==> src/rtl/trace_enc_pkg.sv <==
// Package: shared word width, event kinds and prefix codes of the trace word.
// Assumes a 32-bit trace word with bit 31 reserved for the trigger flag.
package trace_enc_pkg;
    localparam int WORD_W = 32;

    typedef enum logic [1:0] {
        KIND_FLAGS = 2'd0,
        KIND_REG   = 2'd1,
        KIND_JUMP  = 2'd2,
        KIND_MEM   = 2'd3
    } trace_kind_t;

    // Prefix codes in bits [30:28]; register writes use only bit 30 = 0.
    localparam logic [2:0] PFX_JUMP  = 3'b100;
    localparam logic [2:0] PFX_FLAGS = 3'b101;
    localparam logic [2:0] PFX_MEM   = 3'b111;
endpackage

==> src/rtl/trace_enc_arbiter.sv <==
// Module: picks which event of the current cycle is recorded.
// Order: halted, register write, jump, memory operation, then idle flags.
// Assumes the strobes are valid for exactly the cycle they describe.
module trace_enc_arbiter
    import trace_enc_pkg::*;
(
    input  logic        halted,
    input  logic        reg_we,
    input  logic        jump,
    input  logic        mem,
    output trace_kind_t kind
);
    // Fixed-priority selection of the recorded event kind
    always_comb begin
        if (halted)
            kind = KIND_FLAGS;
        else if (reg_we)
            kind = KIND_REG;
        else if (jump)
            kind = KIND_JUMP;
        else if (mem)
            kind = KIND_MEM;
        else
            kind = KIND_FLAGS;
    end
endmodule

==> src/rtl/trace_enc_formatter.sv <==
// Module: lays out the chosen event as a prefix-tagged 32-bit word.
// Assumes DATA_W >= 27, ADDR_W >= 30 and FLAG_W = 28, so that every
// truncated field fits below its prefix.
module trace_enc_formatter
    import trace_enc_pkg::*;
#(
    parameter int DATA_W = 32,
    parameter int ADDR_W = 32,
    parameter int IDX_W  = 4,
    parameter int FLAG_W = 28
) (
    input  trace_kind_t         kind,
    input  logic                trig,
    input  logic [IDX_W-1:0]    reg_idx,
    input  logic [DATA_W-1:0]   reg_val,
    input  logic [ADDR_W-1:0]   jump_addr,
    input  logic                mem_wr,
    input  logic [ADDR_W-1:0]   mem_addr,
    input  logic [DATA_W-1:0]   mem_wdata,
    input  logic [FLAG_W-1:0]   flags,
    output logic [WORD_W-1:0]   word
);
    localparam int REGV_W = WORD_W - 2 - IDX_W;   // register value bits kept
    localparam int JMP_W  = WORD_W - 4;           // word-address bits of a jump
    localparam int MEM_W  = WORD_W - 5;           // memory payload bits

    logic [JMP_W-1:0] jump_field;
    logic [MEM_W-1:0] mem_field;
    logic             unused_bits;

    // Word addresses: drop the two byte-offset bits, keep the low bits
    assign jump_field = jump_addr[JMP_W+1:2];
    assign mem_field  = mem_wr ? mem_wdata[MEM_W-1:0] : mem_addr[MEM_W+1:2];

    // Sink for input bits the format discards
    assign unused_bits = &{1'b0, reg_val[DATA_W-1:REGV_W], jump_addr[1:0],
                           jump_addr[ADDR_W-1:JMP_W+2], mem_addr[1:0],
                           mem_addr[ADDR_W-1:MEM_W+2], mem_wdata[DATA_W-1:MEM_W]};

    // Assemble trigger bit, prefix and payload for the selected kind
    always_comb begin
        unique case (kind)
            KIND_REG:  word = {trig, 1'b0, reg_idx, reg_val[REGV_W-1:0]};
            KIND_JUMP: word = {trig, PFX_JUMP, jump_field};
            KIND_MEM:  word = {trig, PFX_MEM, mem_wr, mem_field};
            default:   word = {trig, PFX_FLAGS, flags};
        endcase
    end
endmodule

==> src/rtl/trace_word_enc.sv <==
// Module: top of the trace encoder; selects, formats and registers one
// trace word per clock. Synchronous active-low reset clears the word.
// Assumes all inputs are synchronous to clk.
module trace_word_enc
    import trace_enc_pkg::*;
#(
    parameter int DATA_W = 32,
    parameter int ADDR_W = 32,
    parameter int IDX_W  = 4,
    parameter int FLAG_W = 28
) (
    input  logic              clk,
    input  logic              rst_n,
    input  logic              cpu_halted,
    input  logic              rf_we,
    input  logic [IDX_W-1:0]  rf_idx,
    input  logic [DATA_W-1:0] rf_val,
    input  logic              pc_load,
    input  logic [ADDR_W-1:0] pc_target,
    input  logic              mem_op,
    input  logic              mem_wr,
    input  logic [ADDR_W-1:0] mem_addr,
    input  logic [DATA_W-1:0] mem_wdata,
    input  logic [FLAG_W-1:0] pipe_flags,
    input  logic              trig_in,
    output logic [WORD_W-1:0] trace_word
);
    trace_kind_t       sel_kind;
    logic [WORD_W-1:0] next_word;

    trace_enc_arbiter u_arb (
        .halted (cpu_halted),
        .reg_we (rf_we),
        .jump   (pc_load),
        .mem    (mem_op),
        .kind   (sel_kind)
    );

    trace_enc_formatter #(
        .DATA_W (DATA_W),
        .ADDR_W (ADDR_W),
        .IDX_W  (IDX_W),
        .FLAG_W (FLAG_W)
    ) u_fmt (
        .kind      (sel_kind),
        .trig      (trig_in),
        .reg_idx   (rf_idx),
        .reg_val   (rf_val),
        .jump_addr (pc_target),
        .mem_wr    (mem_wr),
        .mem_addr  (mem_addr),
        .mem_wdata (mem_wdata),
        .flags     (pipe_flags),
        .word      (next_word)
    );

    // Output register: one cycle of latency, cleared by reset
    always_ff @(posedge clk) begin
        if (!rst_n)
            trace_word <= '0;
        else
            trace_word <= next_word;
    end
endmodule

==> config.mk <==
export PLATFORM = sky130hd
export DESIGN_NAME = trace_word_enc
export DESIGN_NICKNAME = d
export VERILOG_FILES = /design/src/rtl/trace_enc_pkg.sv /design/src/rtl/trace_enc_arbiter.sv /design/src/rtl/trace_enc_formatter.sv /design/src/rtl/trace_word_enc.sv
export SDC_FILE = /design/constraint.sdc
export NUM_CORES = 1
export LEC_CHECK = 0
export ABC_AREA = 1
export ABC_CLOCK_PERIOD_IN_PS = 1550
export CAP_MARGIN = 0
export CORE_ASPECT_RATIO = 1.4
export CORE_MARGIN = 2
export CORE_UTILIZATION = 33
export DETAILED_ROUTE_END_ITERATION = 10
export GPL_ROUTABILITY_DRIVEN = 0
export PLACE_DENSITY_LB_ADDON = 0.1
export SKIP_CTS_REPAIR_TIMING = 1
export SLEW_MARGIN = 5
export SYNTH_ARGS = -nofsm -noshare
export SYNTH_HDL_FRONTEND = slang
export SYNTH_HIERARCHICAL = 1
export SYNTH_SLANG_ARGS = --single-unit
==> constraint.sdc <==
create_clock -name clk -period 1.55 [get_ports clk]
set_clock_uncertainty 0.15 [all_clocks]
set_input_delay 0.2325 -clock clk [delete_from_list [all_inputs] [get_ports clk]]
set_output_delay 0.2325 -clock clk [all_outputs]
set_load 0.05 [all_outputs]
==> flow_metrics.env <==
export IMPL_clock_path_buffers=2
export IMPL_status="finished clean"
export IMPL_fin_hold_ws_ns=0.344
export IMPL_multi_input_area_mm2=0.00125
export IMPL_grt_pass1_wl_um=14500
export IMPL_synth_warning_count=6
export IMPL_clk_pin_slew_ns=0.07
export IMPL_ios=200
export IMPL_cts_root_buf="clkbuf_8"
export IMPL_drt_initial_drc_count=105
export IMPL_n_antenna_cell=0
export IMPL_seq_area_frac_synth_pct=26.4
export IMPL_die_area_mm2=0.00805
export IMPL_ys_types=18
export IMPL_synthToLayoutAreaGrowth_pct=103
export IMPL_syn_num_nets=599
export IMPL_crit_buf_inv=4
export IMPL_cp_cell_sequence="clkdlybuf4s50_1 > inv_2 > buf_4 > nand2_1 > nand2_1 > nand2_1 > nand3_1 > nand2_1 > inv_1"
export IMPL_p_per_area_mw_per_mm2=617
export IMPL_numCtsBuffers=5
export IMPL_drv_cap=0
export IMPL_dp_slack_ns=-0.443
export IMPL_start_util_pct=33.5
export IMPL_hold_path_class="primary input to flip-flop"
export IMPL_drt_first_pass_iters=4
export IMPL_n_fill_cell=616
export IMPL_ant_nets=0
export IMPL_cts_tree="yes"
export IMPL_grt_usage_pct=22.3
export IMPL_cp_end_kind="flip-flop"
export IMPL_fin_nets=786
export IMPL_hold_viol=0
export IMPL_path_class="primary input to flip-flop"
export IMPL_critPathMostFrequentCell="nand2_1"
export IMPL_drc=0
export IMPL_cp_top_family="buffers and inverters"
export IMPL_crit_required_ns=1.59
export IMPL_rsz0062_at_grt="false"
export IMPL_drive_above_1_share_pct=14.9
export IMPL_grt_max_degree=33
export IMPL_p_leak_nw=2.57
export IMPL_regArea_um2=641
export IMPL_setup_viol=0
export IMPL_yosys_register_bits=32
export IMPL_fmax_ghz=0.730
export IMPL_portBuffers=179
export IMPL_grt_pass1_vias=3178
export IMPL_setup_slack_ns=0.181
export IMPL_vias=3199
export IMPL_maxSlewHeadroom_pct=79.8
export IMPL_die_w_um=76.4
export IMPL_grt_overflow=0
export IMPL_wl_per_cell_um=12.4
export IMPL_dp_cells=707
export IMPL_top_regs="trace_word x32"
export IMPL_die_h_um=105
export IMPL_period_needed_ns=1.37
export IMPL_crit_slowest_cell="clkdlybuf4s50_1"
export IMPL_fin_crit_sh_pct=88.4
export IMPL_totalWireLength_um=8870
export IMPL_cts_sinks=32
export IMPL_largest_register_ffs=32
export IMPL_dpl_hpwl_um=7070
export IMPL_peakVddDrop_v=0.000329
export IMPL_fin_cells=716
export IMPL_via_per_inst=4.47
export IMPL_start_kind="primary input"
export IMPL_cp_max_fo=6
export IMPL_coreArea_mm2=0.00722
export IMPL_syn_area_per_cell_um2=5.62
export IMPL_antenna_found_initial=0
export IMPL_worst_pin_slew_ns=0.303
export IMPL_synth_area_mm2=0.00242
export IMPL_syn_instance_count=431
export IMPL_rows=37
export IMPL_final_max_slew_viol_count=0
export IMPL_cp_data_arrival_time_ns=1.41
export IMPL_htreeDepth=2
export IMPL_max_flop_register="trace_word"
export IMPL_cp_slowest_stage_delay_ns=0.56
==> metal layers <==
layer,vias to the layer above,GRT usage [%],share of wire (%)
li1,1652,-,-
met1,1379,23.2,37
met2,145,42.1,52
met3,23,5.05,7.1
met4,0,9.87,3.3
met5,-,0,0
==> kinds of logic after synthesis <==
kind of cell           Yosys count  synth area share, %
AND/OR/NAND/NOR                274                 50.4
buffers and inverters          123                 22.6
AO/OA/AOI/OAI                    2                0.568
flip-flops                      32                 26.4
==> cells in the final DEF, fill, tap and decap left out <==
master	count
clkdlybuf4s50_1	143
clkbuf_8	6
o21ai_1	1
nor2_8	1
nor2_2	1
nor3_4	1
nand3_2	8
nand4_1	1
nor2_1	1
buf_4	18
inv_2	11
nand2_2	1
nand3_1	91
dfxtp_1	32
nand2_1	169
dlymetal6s2s_1	4
inv_1	78
buf_12	42
inv_4	2
a21oi_4	1
clkinv_1	5
clkbuf_1	2
==> cell usage after synthesis (all sizes together) <==
| library cell | count | area (um2) |
|---|---|---|
| nand4 | 1 | 6.26 |
| nand3 | 99 | 536 |
| a21oi | 1 | 8.76 |
| inv | 91 | 344 |
| buf | 27 | 185 |
| nand2 | 170 | 641 |
| clkinv | 5 | 18.8 |
| nor3 | 1 | 10.0 |
| dfxtp | 32 | 641 |
| nor2 | 3 | 27.5 |
| o21ai | 1 | 5.00 |
==> worst paths after layout <==
path / end / from / slack [ns] / cells past startpoint
worst min-delay path: trace_word[31] / trig_in / 0.34 / 3
worst max-delay path: trace_word[17] / mem_wr / 0.18 / 9
==> per-stage QoR <==
step | area (um2) | setup TNS (ns) | power (mW) | utilization [%]
finish | 4920 | 0 | 3.04 | 68.2
global route | 4920 | 0 | 3.21 | 68.2
CTS | 4890 | -3.30 | 3.08 | 67.7
detailed placement | 4800 | -12.57 | 2.38 | 66.5
global placement | 4800 | -11.97 | 2.36 | 66.5
floorplan | 2420 | 0 | 1.54 | -
==> where the power goes <==
group          leakage (nW)  switching [mW]  total (mW)  internal [mW]
Clock                0.0455           0.318       0.680          0.362
Combinational          2.26           0.630        1.41          0.784
Sequential            0.266          0.0552       0.947          0.892
Total                  2.57            1.00        3.04           2.04
==> layout make-up <==
| type | instances | share of cell area [%] |
|---|---|---|
| clock buffer | 8 | 1.83 |
| inverter | 96 | 7.42 |
| multi-input combinational | 276 | 25.4 |
| sequential | 32 | 13.0 |
| tap | 97 | 2.46 |
| timing repair buffer | 207 | 49.9 |
(Power assumes the default switching activity.)
